`config.mk`:
```
export PLATFORM = sky130hd
export DESIGN_NAME = sclk_divider
export DESIGN_NICKNAME = d
export VERILOG_FILES = /design/src/rtl/sclkdiv_pkg.sv /design/src/rtl/sclkdiv_prescale.sv /design/src/rtl/sclkdiv_phase.sv /design/src/rtl/sclkdiv_shape.sv /design/src/rtl/sclk_divider.sv
export SDC_FILE = /design/constraint.sdc
export NUM_CORES = 1
export LEC_CHECK = 0
export BUFFER_PORTS_ARGS = -buffer_cell sky130_fd_sc_hd__buf_4
export CAP_MARGIN = 20
export CORE_MARGIN = 3
export CORE_UTILIZATION = 25
export DETAILED_ROUTE_END_ITERATION = 8
export SYNTH_ARGS = -nofsm -noshare
export SYNTH_HDL_FRONTEND = slang
export SYNTH_SLANG_ARGS = --single-unit
```
`constraint.sdc`:
```
create_clock -name clk -period 2.5 [get_ports clk]
set_input_delay 0.125 -clock clk [delete_from_list [all_inputs] [get_ports clk]]
set_output_delay 0.125 -clock clk [all_outputs]
set_load 0.03 [all_outputs]
```
`src/rtl/sclkdiv_pkg.sv`:
```
package sclkdiv_pkg;
  localparam int PRE_W_DEF = 13;
  localparam int CNT_W_DEF = 6;

  typedef enum logic [1:0] {
    ACT_HOLD = 2'd0,
    ACT_HIGH = 2'd1,
    ACT_LOW  = 2'd2
  } edge_act_t;
endpackage

```
`src/rtl/sclkdiv_prescale.sv`:
```
module sclkdiv_prescale #(
  parameter int PRE_W = 13
) (
  input  logic             clk,
  input  logic             rst,
  input  logic             run,
  input  logic [PRE_W-1:0] limit,
  output logic             tick
);
  logic [PRE_W-1:0] cnt;

  // a count at or past the limit ends the stage, so a lowered limit wraps at once
  assign tick = run && (cnt >= limit);

  always_ff @(posedge clk) begin
    if (rst || !run) begin
      cnt <= '0;
    end else if (tick) begin
      cnt <= '0;
    end else begin
      cnt <= cnt + 1'b1;
    end
  end
endmodule

```
`src/rtl/sclkdiv_phase.sv`:
```
module sclkdiv_phase #(
  parameter int CNT_W = 6
) (
  input  logic             clk,
  input  logic             rst,
  input  logic             run,
  input  logic             tick,
  input  logic [CNT_W-1:0] wrap_at,
  output logic [CNT_W-1:0] next_cnt
);
  logic [CNT_W-1:0] cnt;

  assign next_cnt = (cnt >= wrap_at) ? '0 : cnt + 1'b1;

  always_ff @(posedge clk) begin
    if (rst || !run) begin
      cnt <= '0;
    end else if (tick) begin
      cnt <= next_cnt;
    end
  end
endmodule

```
`src/rtl/sclkdiv_shape.sv`:
```
module sclkdiv_shape
  import sclkdiv_pkg::*;
#(
  parameter int CNT_W = 6
) (
  input  logic             clk,
  input  logic             rst,
  input  logic             gate_en,
  input  logic             bypass,
  input  logic             tick,
  input  logic [CNT_W-1:0] next_cnt,
  input  logic [CNT_W-1:0] hi_pt,
  input  logic [CNT_W-1:0] lo_pt,
  output logic             sclk,
  output logic             rise,
  output logic             fall
);
  edge_act_t act;

  // the fall point has priority when both compares match
  always_comb begin
    act = ACT_HOLD;
    if (next_cnt == lo_pt) begin
      act = ACT_LOW;
    end else if (next_cnt == hi_pt) begin
      act = ACT_HIGH;
    end
  end

  always_ff @(posedge clk) begin
    if (rst || !gate_en) begin
      sclk <= 1'b0;
      rise <= 1'b0;
      fall <= 1'b0;
    end else if (bypass) begin
      sclk <= 1'b1;
      rise <= 1'b1;
      fall <= 1'b1;
    end else begin
      rise <= 1'b0;
      fall <= 1'b0;
      if (tick) begin
        case (act)
          ACT_HIGH: begin
            sclk <= 1'b1;
            rise <= !sclk;
          end
          ACT_LOW: begin
            sclk <= 1'b0;
            fall <= sclk;
          end
          default: ;
        endcase
      end
    end
  end
endmodule

```
`src/rtl/sclk_divider.sv`:
```
module sclk_divider
  import sclkdiv_pkg::*;
#(
  parameter int PRE_W = PRE_W_DEF,
  parameter int CNT_W = CNT_W_DEF
) (
  input  logic             clk,
  input  logic             rst,
  input  logic             gate_en,
  input  logic             bypass,
  input  logic [PRE_W-1:0] pre_div,
  input  logic [CNT_W-1:0] wrap_val,
  input  logic [CNT_W-1:0] rise_pt,
  input  logic [CNT_W-1:0] fall_pt,
  output logic             sclk_o,
  output logic             rise_o,
  output logic             fall_o
);
  logic             run;
  logic             tick;
  logic [CNT_W-1:0] next_cnt;

  assign run = gate_en && !bypass;

  sclkdiv_prescale #(.PRE_W(PRE_W)) u_pre (
    .clk   (clk),
    .rst   (rst),
    .run   (run),
    .limit (pre_div),
    .tick  (tick)
  );

  sclkdiv_phase #(.CNT_W(CNT_W)) u_phase (
    .clk      (clk),
    .rst      (rst),
    .run      (run),
    .tick     (tick),
    .wrap_at  (wrap_val),
    .next_cnt (next_cnt)
  );

  sclkdiv_shape #(.CNT_W(CNT_W)) u_shape (
    .clk      (clk),
    .rst      (rst),
    .gate_en  (gate_en),
    .bypass   (bypass),
    .tick     (tick),
    .next_cnt (next_cnt),
    .hi_pt    (rise_pt),
    .lo_pt    (fall_pt),
    .sclk     (sclk_o),
    .rise     (rise_o),
    .fall     (fall_o)
  );
endmodule

```
# Word-level counts from Yosys, hierarchy flattened
# Cells that the tools add are included.
dict set report totals {
  reg_bits 22
  in_bits 35
  output_inout_bits 3
  elab_cells 37
}
dict set report op_classes {
  n_addsub 2
  n_lt_le_gt_ge 2
  n_eq_ne 4
  muxes 12
  n_reduce_logical 12
}
# cell n
set op_table {}
lappend op_table {{adder 13 x 1 -> 13 bit (second input constant)} 1}
lappend op_table {{>= comparator 13 bit} 1}
lappend op_table {{== test 6 bit} 2}
lappend op_table {{2-to-1 mux 1 bit} 9}
lappend op_table {{adder 6 x 1 -> 6 bit (second input constant)} 1}
lappend op_table {{>= comparator 6 bit} 1}
lappend op_table {{2-to-1 mux 6 bit} 1}
lappend op_table {{zero test 1 bit} 4}
lappend op_table {{nonzero test 3 bit} 1}
lappend op_table {{== test 2 x 1 -> 1 bit (second input constant)} 1}
lappend op_table {{== test 2 bit (second input constant)} 1}
lappend op_table {{logical AND 1 bit} 2}
lappend op_table {{logical OR 1 bit} 2}
lappend op_table {{2-to-1 mux 2 bit} 1}
lappend op_table {{one-hot mux 1 bit (2 select lines)} 1}
lappend op_table {{AND reduction 2 bit} 1}
lappend op_table {{nonzero test 2 bit} 1}
lappend op_table {{OR reduction 2 bit} 1}

# Longest topological paths before layout
# Gate-level depths: netlist of the first run.
dict set report logic_depth {
  word_depth 9
  ltp_mapped 11
  mapped_depth_nobuf 9
}

# Cells and area by module
# Synthesis of the first run repeated with hierarchy kept, for this count alone.
dict set report hier_totals {
  hier_cells 204
  area_unflattened_um2 1712.9
}
# module n_inst cells_per_inst area_each_um2
set by_module_without_submodules {}
lappend by_module_without_submodules {sclkdiv_prescale 1 102 858.3}
lappend by_module_without_submodules {sclkdiv_phase 1 71 569.3}
lappend by_module_without_submodules {sclkdiv_shape 1 30 271.5}
lappend by_module_without_submodules {sclk_divider 1 1 13.8}

# Worst setup path before layout of the first run
# OpenSTA, ideal clock, no wires.
dict set report synth_path {
  kind {register to register}
  from {reg u_phase.cnt[0]}
  to {reg u_shape.rise}
  setup_ps 122
  arrival_ps 2106
  path_slack_ps 272
  stages_incl_launch_ff 10
  n_path_buf 0
  cell_sequence {dfxtp_1 > inv_1 > ha_1 > nor3b_1 > o21a_2 > or2_4 > or3_1 > a311oi_2 > or3_1 > o22ai_1}
}
dict set report synth_via {
  elab_chain_cells 9
  elab_cells_between_ends 11
  cone_classes {add/sub (1); order compare (1); eq/ne (3); mux (6)}
}
# item line_no
set synth_rtl {}
lappend synth_rtl {{start: declaration} sclkdiv_phase.sv:11} ;# logic [CNT_W-1:0] cnt;
lappend synth_rtl {{start signal: assignment} sclkdiv_phase.sv:19} ;# cnt <= next_cnt;
lappend synth_rtl {{adder 6 x 1 -> 6 bit or >= comparator 6 bit (tied branches)} sclkdiv_phase.sv:13} ;# assign next_cnt = (cnt >= wrap_at) ? '0 : cnt + 1'b1;
lappend synth_rtl {{2-to-1 mux 6 bit (*)} sclkdiv_phase.sv:13}
lappend synth_rtl {{== test 6 bit} sclkdiv_shape.sv:25} ;# end else if (next_cnt == hi_pt) begin
lappend synth_rtl {{2-to-1 mux 1 bit} sclkdiv_shape.sv:25}
lappend synth_rtl {{2-to-1 mux 2 bit (*)} sclkdiv_shape.sv:23} ;# if (next_cnt == lo_pt) begin
lappend synth_rtl {{== test 2 x 1 -> 1 bit (*)} sclkdiv_shape.sv:43} ;# case (act)
lappend synth_rtl {{2-to-1 mux 1 bit (*)} sclkdiv_shape.sv:43}
lappend synth_rtl {{2-to-1 mux 1 bit (*)} sclkdiv_shape.sv:42} ;# if (tick) begin
lappend synth_rtl {{2-to-1 mux 1 bit (*)} sclkdiv_shape.sv:35} ;# end else if (bypass) begin
lappend synth_rtl {{end signal: assignment} sclkdiv_shape.sv:46} ;# rise <= !sclk;
lappend synth_rtl {{end: declaration} sclkdiv_shape.sv:15} ;# output logic rise,
# Mark *: on every way between the ends. The rest lies on a longest branch, timed or not.
# A chain may end at the register's enable or synchronous reset.

# Worst setup path in the final report of the first run
# Ends and elaborated chain as after synthesis.

==> impl_metrics.yaml, run 1 <==
setup_path:
  path_class: "flop to flop"
  cp-end-kind: "flop"
  cp.depth: 9
  arrival_ns: 2.48
  cp.required_ns: 2.65
  critPathTopFamily: "simple AND/OR/NAND/NOR gates"
  critPathBufInv: 1
  slowest_delay_ns: 0.40
  critPathSlowestCell: "a311oi_2"
  critPathLaunchType: "flop"
  crit_top_cell: "or3_1"
  critPathMaxFanout: 6
  rr_worst_depth: 9
  path_cells: "inv_1 > ha_1 > nor3b_1 > o21a_2 > or2_4 > or3_1 > a311oi_2 > or3_1 > o22ai_1"
layout:
  fin_util_pct: 33.9
  area_growth_pct: 26.9
  final_common_cell: "buf_4"
  diodes: 0
  n_fill_cell: 735
  layout-drive-gt1-share_pct: 22.7
  final_cell_mix: "45 x buf_4, 31 x nor2_1, 22 x inv_1, 22 x dfxtp_1, 21 x ha_1"
  nets: 318
  fin_area_um2: 2240
clock_tree:
  cts_tree: "built"
  clockBufferDepth: 2
  cts-hold-fix-buffers: 0
  clkSinkCount: 22
  clk_latency_ns: 0.26
  numCtsBuffers: 3
  cts-htree-levels: 1
  post_cts_buffers: 0
  clk_root_buffer_cell: "clkbuf_8"
  path_clk_slew_ns: 0.08
synthesis:
  syn_area_um2: 1770
  ys_warn_count: 0
  synth_xor_xnor_area_share_pct: 11.6
  synth_top_family_by_area: "simple AND/OR/NAND/NOR gates"
  synth_area_leader_cell: "dfxtp_1"
  synth.area.top_cells: "dfxtp_1 25%, ha_1 15%, nor2_1 6.8%"
  syn_inst: 217
  synth_edf_count: 0
  syn_area_per_cell_um2: 8.14
  ys_async_sr_fraction_pct: 0
  synthAdderAreaFrac_pct: 14.9
  synthMuxAreaShare_pct: 1.13
  synth_ff_type: "dfxtp_1"
  synth_nets: 273
  ys_seq_area_share_pct: 24.9
  synth.distinct_cells: 52
  yosysTopAreaCellShare_pct: 24.9
  yosys_register_bits: 22
  synth-simple-area-share_pct: 24.6
  synth_compound_area_share_pct: 16.8
sta:
  period_share_pct: 93.1
  period_needed_ns: 2.33
  postLayoutSetupSlackWorst_ns: 0.172
  rsz0062_at_grt: "false"
  report.final.setup_viol: 0
  finClkSkew_ns: 0.00368
  maxSlewHeadroom_pct: 61.8
  tightest_slew_ns: 0.570
  tns_ns: 0
  slew_violations: 0
  report.final.hold_viol_count: 0
  max_freq_ghz: 0.430
hold_path:
  hold_path_class: "input port to flop"
  min_path_cells: 3
placement:
  detailedPlace.worstSlack_ns: 0.117
  port_buffers: 37
  place_area_um2: 2200
  dpl.hpwl_um: 3440
  place.gp.congestion: 0.786
grt:
  grt_usage_pct: 10.2
  grt_pass1_wl_um: 7000
  grt_overflow: 0
  grt_pass1_vias: 1557
  grt_max_degree: 13
  antenna_found_initial: 0
floorplan:
  fp.dieW_um: 90.0
  die_h_um: 90.0
  initial_core_util_pct: 26.7
  core_area_um2: 6600
  rows: 29
  io_pins: 38
  fp.dieArea_um2: 8110
detailed_routing:
  route.vias.total: 1620
  ant_nets: 0
  avgViaCountPerCell: 4.59
  drc: 0
  wl_per_cell_um: 11.7
  wl_um: 4150
  firstDrtPassIters: 4
  drt_iter0_markers: 79
run_status:
  status: "complete, no violations"
power:
  p_leak_nw: 1.01
  p_per_area_nw_per_um2: 307
  worst_ir_drop_vdd_mv: 0.183
flow_run:
  cap_violations: 0
## final cells by class
| class | count | area, µm² | share of cell area (%) |
|---|---|---|---|
| timing repair buffer | 45 | 338 | 15.1 |
| clock buffer | 3 | 41.3 | 1.84 |
| inverter | 22 | 82.6 | 3.69 |
| multi-input combinational | 168 | 1220 | 54.5 |
| tap | 93 | 116 | 5.20 |
| sequential | 22 | 440 | 19.7 |
## per-stage QoR
stage	instances	hold slack [ns]	total power, mW
after floorplan	217	0.243	0.412
after global placement	350	0.380	0.476
after detailed placement	350	0.376	0.477
after CTS	353	0.110	0.699
after global routing	353	0.130	0.732
final	353	0.125	0.688
## repair_timing
item	in CTS	in global routing
endpoints found under the setup margin	0	1
endpoints found under the hold margin	0	0
resized for setup	0	1
## kinds of logic (layout without fill, tap and decap cells)
kind of cell               Yosys count  in the layout
AOI/OAI and AO/OA                   40             40
xor gates and xnor gates            21             21
adders and majority gates           21             21
buffers and inverters               27             70
DFF                                 22             22
muxes                                2              2
and+or+nand+nor                     84             84
## path summary, 6_finish.rpt
path | start | slack, ns | to
setup reg to reg | u_phase.cnt[0] | 0.17 | u_shape.rise
hold reg to reg | u_phase.cnt[1] | 0.51 | u_phase.cnt[1]
hold / removal | bypass | 0.13 | u_shape.fall
setup / recovery | u_phase.cnt[0] | 0.17 | u_shape.rise
## per-layer routing
| metal | GRT usage, % | wire (µm) |
|---|---|---|
| met1 | 14.3 | 2130 |
| met2 | 16.1 | 1830 |
| met5 | 0 | 0 |
| met3 | 2.59 | 170 |
| met4 | 1.66 | 14 |
## worst register-to-register path: stages (launching register included)
cell and delay, ns:
dfxtp_1 0.33, inv_1 0.09, ha_1 0.29, nor3b_1 0.04, o21a_2 0.24, or2_4 0.29
or3_1 0.32, a311oi_2 0.40, or3_1 0.16, o22ai_1 0.05
## registers in the layout (all words and copies together), names as in the netlist
signal / count
u_pre.cnt: 13
u_phase.cnt: 6
u_shape.fall: 1
u_shape.rise: 1
u_shape.sclk: 1
## report_power, final
group	leakage, nW	internal, mW	switching, mW
Combinational	0.810	0.0630	0.0504
Sequential	0.178	0.353	0.00184
Clock	0.0216	0.107	0.112
## cell usage after synthesis (all sizes together), types with 2 or more instances
library cell	instances
nand2	10
nand2b	3
nor2	33
dfxtp	22
and4	2
a21oi	8
mux2i	2
nand4	2
nand3	8
inv	22
o32ai	2
nor2b	2
a311oi	2
o21ai	5
a21o	3
a22oi	2
xnor2	10
and2	2
nor3	4
and3	6
o21a	3
xor2	10
o221a	2
or3	3
buf	3
ha	21
nand3b	3
a31oi	4
o22ai	3
clkbuf	2
(Power assumes the default switching activity.)
==> run 2, diff against run 1 <==
--- a/config.mk
+++ b/config.mk
@@ -7,8 +7,10 @@
 export LEC_CHECK = 0
 export BUFFER_PORTS_ARGS = -buffer_cell sky130_fd_sc_hd__buf_4
 export CAP_MARGIN = 20
+export CORE_ASPECT_RATIO = 0.8
 export CORE_MARGIN = 3
 export CORE_UTILIZATION = 25
+export CTS_CLUSTER_DIAMETER = 80
 export DETAILED_ROUTE_END_ITERATION = 8
 export SYNTH_ARGS = -nofsm -noshare
 export SYNTH_HDL_FRONTEND = slang
==> constraint.sdc (replaced) <==
create_clock -name clk -period 2.6 [get_ports clk]
set_input_delay 0.13 -clock clk [delete_from_list [all_inputs] [get_ports clk]]
set_output_delay 0.13 -clock clk [all_outputs]
set_load 0.03 [all_outputs]
==> run 2 against run 1 <==
Against the previous run:
- sequential share of layout area increased by 0.28 points
- utilization shrank 0.38 points
- clock-buffer cell count unchanged
- critical path depth shrank 1
- clock power fell by 5%
- design area shrank 1.1%
- routed wire length increased by 0.53%
- critical path type unchanged
- largest cell class unchanged
- largest power group unchanged
==> impl_metrics.yaml, run 2 (same netlist as run 1, synthesis figures left out) <==
grt:
  grt_usage_pct: 10.8
  grt_pass1_wl_um: 7110
  grt_max_degree: 13
  antenna_found_initial: 0
  grt_pass1_vias: 1564
  grt_overflow: 0
sta:
  period_share_pct: 90.5
  rsz0062_at_grt: "false"
  hold_slack_ns: 0.116
  tightest_slew_ns: 0.570
  slew_violations: 0
  report.final.setup_viol: 0
  report.final.hold_viol_count: 0
  maxSlewHeadroom_pct: 62.0
  postLayoutSetupSlackWorst_ns: 0.246
  finClkSkew_ns: 0.00381
  period_needed_ns: 2.35
  max_freq_ghz: 0.425
  tns_ns: 0
power:
  worst_ir_drop_vdd_mv: 0.198
  p_per_area_nw_per_um2: 297
  p_leak_nw: 0.999
detailed_routing:
  drt_iter0_markers: 57
  avgViaCountPerCell: 4.69
  firstDrtPassIters: 4
  drc: 0
  wl_per_cell_um: 12.2
  ant_nets: 0
  wl_um: 4170
  route.vias.total: 1603
setup_path:
  r2r_start: "u_phase.cnt[3]"
  critPathMaxFanout: 6
  cp-end-kind: "flop"
  cp.required_ns: 2.74
  worstSetupStartpoint: "u_phase.cnt[3]"
  arrival_ns: 2.50
  rrSetupSlack_ns: 0.25
  crit_end: "u_shape.rise"
  rr_worst_depth: 8
  r2r-end: "u_shape.rise"
  critPathLaunchType: "flop"
  path_class: "flop to flop"
floorplan:
  fp.dieArea_um2: 8110
  die_h_um: 81.2
  rows: 26
  core_area_um2: 6600
  io_pins: 38
  initial_core_util_pct: 26.7
  fp.dieW_um: 100
layout:
  diodes: 0
  area_growth_pct: 25.4
  top_register: "u_pre.cnt"
  layout-drive-gt1-share_pct: 22.5
  reg_top3: "u_pre.cnt x13, u_phase.cnt x6"
  nets: 316
  final_common_cell: "buf_4"
  n_fill_cell: 717
  largest_register_ffs: 13
  fin_util_pct: 33.5
  final_cell_mix: "43 x buf_4, 31 x nor2_1, 22 x inv_1"
  final_cells: 342
flow_run:
  cap_violations: 0
clock_tree:
  cts-hold-fix-buffers: 0
  path_clk_slew_ns: 0.08
  numCtsBuffers: 3
  cts_tree: "built"
  clkSinkCount: 22
  clockBufferDepth: 2
  clk_root_buffer_cell: "clkbuf_8"
  cts-htree-levels: 1
  clk_latency_ns: 0.26
placement:
  dpl.hpwl_um: 3480
  port_buffers: 37
  place.gp.congestion: 0.795
  detailedPlace.worstSlack_ns: 0.131
  dp_cells: 339
hold_path:
  min_path_cells: 3
  hold_path_class: "input port to flop"
run_status:
  status: "complete, no violations"
-- run 2: cell types whose count changed in the layout (fill, tap and decap cells not counted) --
cell	before	now
buf_4	45	43
dfxtp_1	22	21
dfxtp_2	0	1
-- run 2: repair_timing --
item | 4_1_cts | 5_1_grt
endpoints found under the setup margin | 0 | 1
setup buffers | 0 | 0
gates resized for setup | 0 | 2
hold endpoints to repair | 0 | 0
-- run 2: final cells by class --
type,count,area (µm²),area share [%]
multi-input combinational,168,1220,55.1
clock buffer,3,41.3,1.86
timing repair buffer,43,323,14.6
tap,84,105,4.75
inverter,22,82.6,3.73
sequential,22,442,19.9
-- run 2: power breakdown --
group | leakage, nW | switching, mW | internal (mW)
registers | 0.178 | 0.00159 | 0.339
logic | 0.799 | 0.0493 | 0.0606
clock network | 0.0216 | 0.104 | 0.103
total | 0.999 | 0.155 | 0.503
-- run 2: critical path, stage by stage, from the launching register on --
cell and delay (ns):
dfxtp_2 0.36, ha_1 0.32, o211ai_1 0.09, o21a_2 0.24, or2_4 0.28, or3_1 0.33, a311oi_2 0.39, or3_1 0.17
o22ai_1 0.06
-- run 2: stage by stage --
step | area (µm²) | total power [mW]
after global routing | 2210 | 0.693
after detailed placement | 2170 | 0.459
after CTS | 2210 | 0.666
final | 2210 | 0.658
after floorplan | 1770 | 0.396
after global placement | 2170 | 0.457
-- run 2: worst min-delay path by stage --
stage	start	end	slack, ns
finish	bypass	u_shape.fall	0.12
global route	bypass	u_shape.fall	0.13
CTS	bypass	u_shape.fall	0.11
detailed placement	bypass	u_shape.fall	0.39
global placement	bypass	u_shape.fall	0.38
floorplan	bypass	u_shape.fall	0.25
-- run 2: layer usage --
layer  GRT usage, %  vias up  share of wire (%)
met5              0        -                  0
met4          0.819        0                  0
met3           2.40        0                4.4
met2           16.6       29                 39
met1           15.9      722                 57
li1               -      852                  -
==> run 3, diff against run 2 <==
--- a/config.mk
+++ b/config.mk
@@ -8,7 +8,7 @@
 export BUFFER_PORTS_ARGS = -buffer_cell sky130_fd_sc_hd__buf_4
 export CAP_MARGIN = 20
 export CORE_ASPECT_RATIO = 0.8
-export CORE_MARGIN = 3
+export CORE_MARGIN = 2
 export CORE_UTILIZATION = 25
 export CTS_CLUSTER_DIAMETER = 80
 export DETAILED_ROUTE_END_ITERATION = 8
==> run 3 against run 2 <==
Against the previous run:
- largest power group unchanged
- register-to-register slack worse by 0.04 ns
- largest cell class unchanged
- utilization is 1.1 points lower
- sequential share of layout area is 0.067 points lower
- global-route usage is 0.097 points higher
- power is 6.6% higher
- clock-buffer cell count is 1 higher
==> impl_metrics.yaml, run 3 (same netlist as run 1, synthesis figures left out) <==
run_status:
  status: "complete, no violations"
placement:
  port_buffers: 37
  dpl.hpwl_um: 3370
  place.gp.congestion: 0.881
  place_area_um2: 2160
  detailedPlace.worstSlack_ns: -0.00819
power:
  combPwrFrac_pct: 15.4
  internal_power_mw: 0.534
  p_per_area_nw_per_um2: 316
  p_leak_nw: 0.997
  fin_total_pwr_mw: 0.701
  pwr-share-seq_pct: 48.7
  worst_ir_drop_vdd_mv: 0.157
  switchingPower_mw: 0.167
  pwr-share-clk_pct: 36.0
  switching_share_pct: 23.8
floorplan:
  core_area_um2: 6860
  fp.dieArea_um2: 7750
  rows: 27
  io_pins: 38
  fp.dieW_um: 98.0
  initial_core_util_pct: 25.7
  die_h_um: 79.2
detailed_routing:
  wl_met2_um: 1650
  wl_um: 4160
  drt-met1-wl_um: 2210
  drt_iter0_markers: 73
  avgViaCountPerCell: 4.70
  firstDrtPassIters: 4
  route.vias.total: 1616
  top_layer: "met4"
  wl_per_cell_um: 12.1
  drc: 0
  wl_met3_um: 273
  ant_nets: 0
layout:
  largest_register_ffs: 13
  top_register: "u_pre.cnt"
  area_growth_pct: 25.9
  nets: 314
  n_fill_cell: 748
  final_common_cell: "buf_4"
  reg_top3: "u_pre.cnt x13, u_phase.cnt x6"
  final_cell_mix: "41 x buf_4, 31 x nor2_1, 22 x inv_1"
  diodes: 0
  layout-drive-gt1-share_pct: 22.2
  fin_area_um2: 2220
grt:
  antenna_found_initial: 0
  grt_overflow: 0
  grt_usage_pct: 10.9
  grt_max_degree: 13
  grt_pass1_vias: 1485
  grt_pass1_wl_um: 6970
setup_path:
  arrival_ns: 2.56
  path_class: "flop to flop"
  critPathBufInv: 1
  critPathMaxFanout: 7
  worstSetupStartpoint: "u_phase.cnt[0]"
  r2r_start: "u_phase.cnt[0]"
  critPathSlowestCell: "dfxtp_2"
  critPathTopFamily: "simple AND/OR/NAND/NOR gates"
  slowest_delay_ns: 0.40
  path_cells: "inv_1 > ha_1 > nor3b_1 > o21a_2 > or2_4 > or3_1 > a311oi_2 > or3_1 > o22ai_1"
  crit_top_cell: "or3_1"
  cp-end-kind: "flop"
  cp.required_ns: 2.76
  critPathLaunchType: "flop"
hold_path:
  hold_path_class: "input port to flop"
  hold_start: "bypass"
sta:
  finClkSkew_ns: 0.00317
  tightest_slew_ns: 0.561
  tns_ns: 0
  slew_violations: 0
  maxSlewHeadroom_pct: 62.6
  rsz0062_at_grt: "true"
  max_freq_ghz: 0.417
  postLayoutSetupSlackWorst_ns: 0.202
  report.final.hold_viol_count: 0
  report.final.setup_viol: 0
  period_share_pct: 92.2
  period_needed_ns: 2.40
clock_tree:
  post_cts_buffers: 0
  path_clk_slew_ns: 0.08
  cts-htree-levels: 1
  clk_latency_ns: 0.27
  clockBufferDepth: 2
  clkSinkCount: 22
  clk_root_buffer_cell: "clkbuf_8"
  cts_tree: "built"
  cts-hold-fix-buffers: 0
  numCtsBuffers: 3
flow_run:
  cap_violations: 0
-- run 3: cell count changes in the layout (fill, tap and decap cells not counted), sizes merged --
cell	change
buf	-2
clkbuf	+1
-- run 3: area by class of cell --
cell class              count  area, µm²  area share [%]
flip-flops and latches     22        442            19.9
repair buffers             41        308            13.9
multi-input cells         168       1230            55.2
well taps                  87        109            4.90
clock buffers               4       55.1            2.48
inverters                  22       82.6            3.72
-- run 3: power by group through the flow --
stage	Clock [mW]	Combinational, mW	Sequential [mW]
6_report	0.252	0.108	0.341
5_1_grt	0.272	0.121	0.342
4_1_cts	0.258	0.109	0.341
3_5_place_dp	0	0.108	0.349
3_3_place_gp	0	0.106	0.350
2_1_floorplan	0	0.0435	0.353
-- run 3: final timing paths --
kind / cells past startpoint / slack [ns] / to
worst min register to register: 1 / 0.48 / u_pre.cnt[0]
worst max-delay path: 9 / 0.20 / u_shape.rise
worst max register to register: 9 / 0.20 / u_shape.rise
worst min-delay path: 3 / 0.11 / u_shape.fall
-- run 3: metal layers --
metal	global-route usage (%)	vias to the layer above
li1	-	845
met1	15.6	733
met2	16.2	35
met3	3.26	3
met4	2.08	0
met5	0	-
-- run 3: what timing repair did --
action / CTS / global route
pin swaps: 0 / 1
gates resized for setup: 1 / 2
endpoints found under the setup margin: 1 / 3
hold endpoints to repair: 0 / 0
-- run 3: through the flow --
| step | util [%] | hold slack (ns) | std cells |
|---|---|---|---|
| 6_report | 32.4 | 0.105 | 344 |
| 5_1_grt | 32.4 | 0.118 | 344 |
| 4_1_cts | 32.3 | 0.106 | 344 |
| 3_5_place_dp | 31.5 | 0.385 | 340 |
| 3_3_place_gp | 31.5 | 0.377 | 340 |
| 2_1_floorplan | - | 0.248 | 217 |
-- run 3: worst register-to-register path: cells and delay by family, from the launching register on --
family                     cells  cell delay [ns]
and+or+nand+nor                4             0.83
adders and majority gates      1             0.28
buffers and inverters          1             0.11
AOI/OAI and AO/OA              3             0.68
DFF                            1             0.40
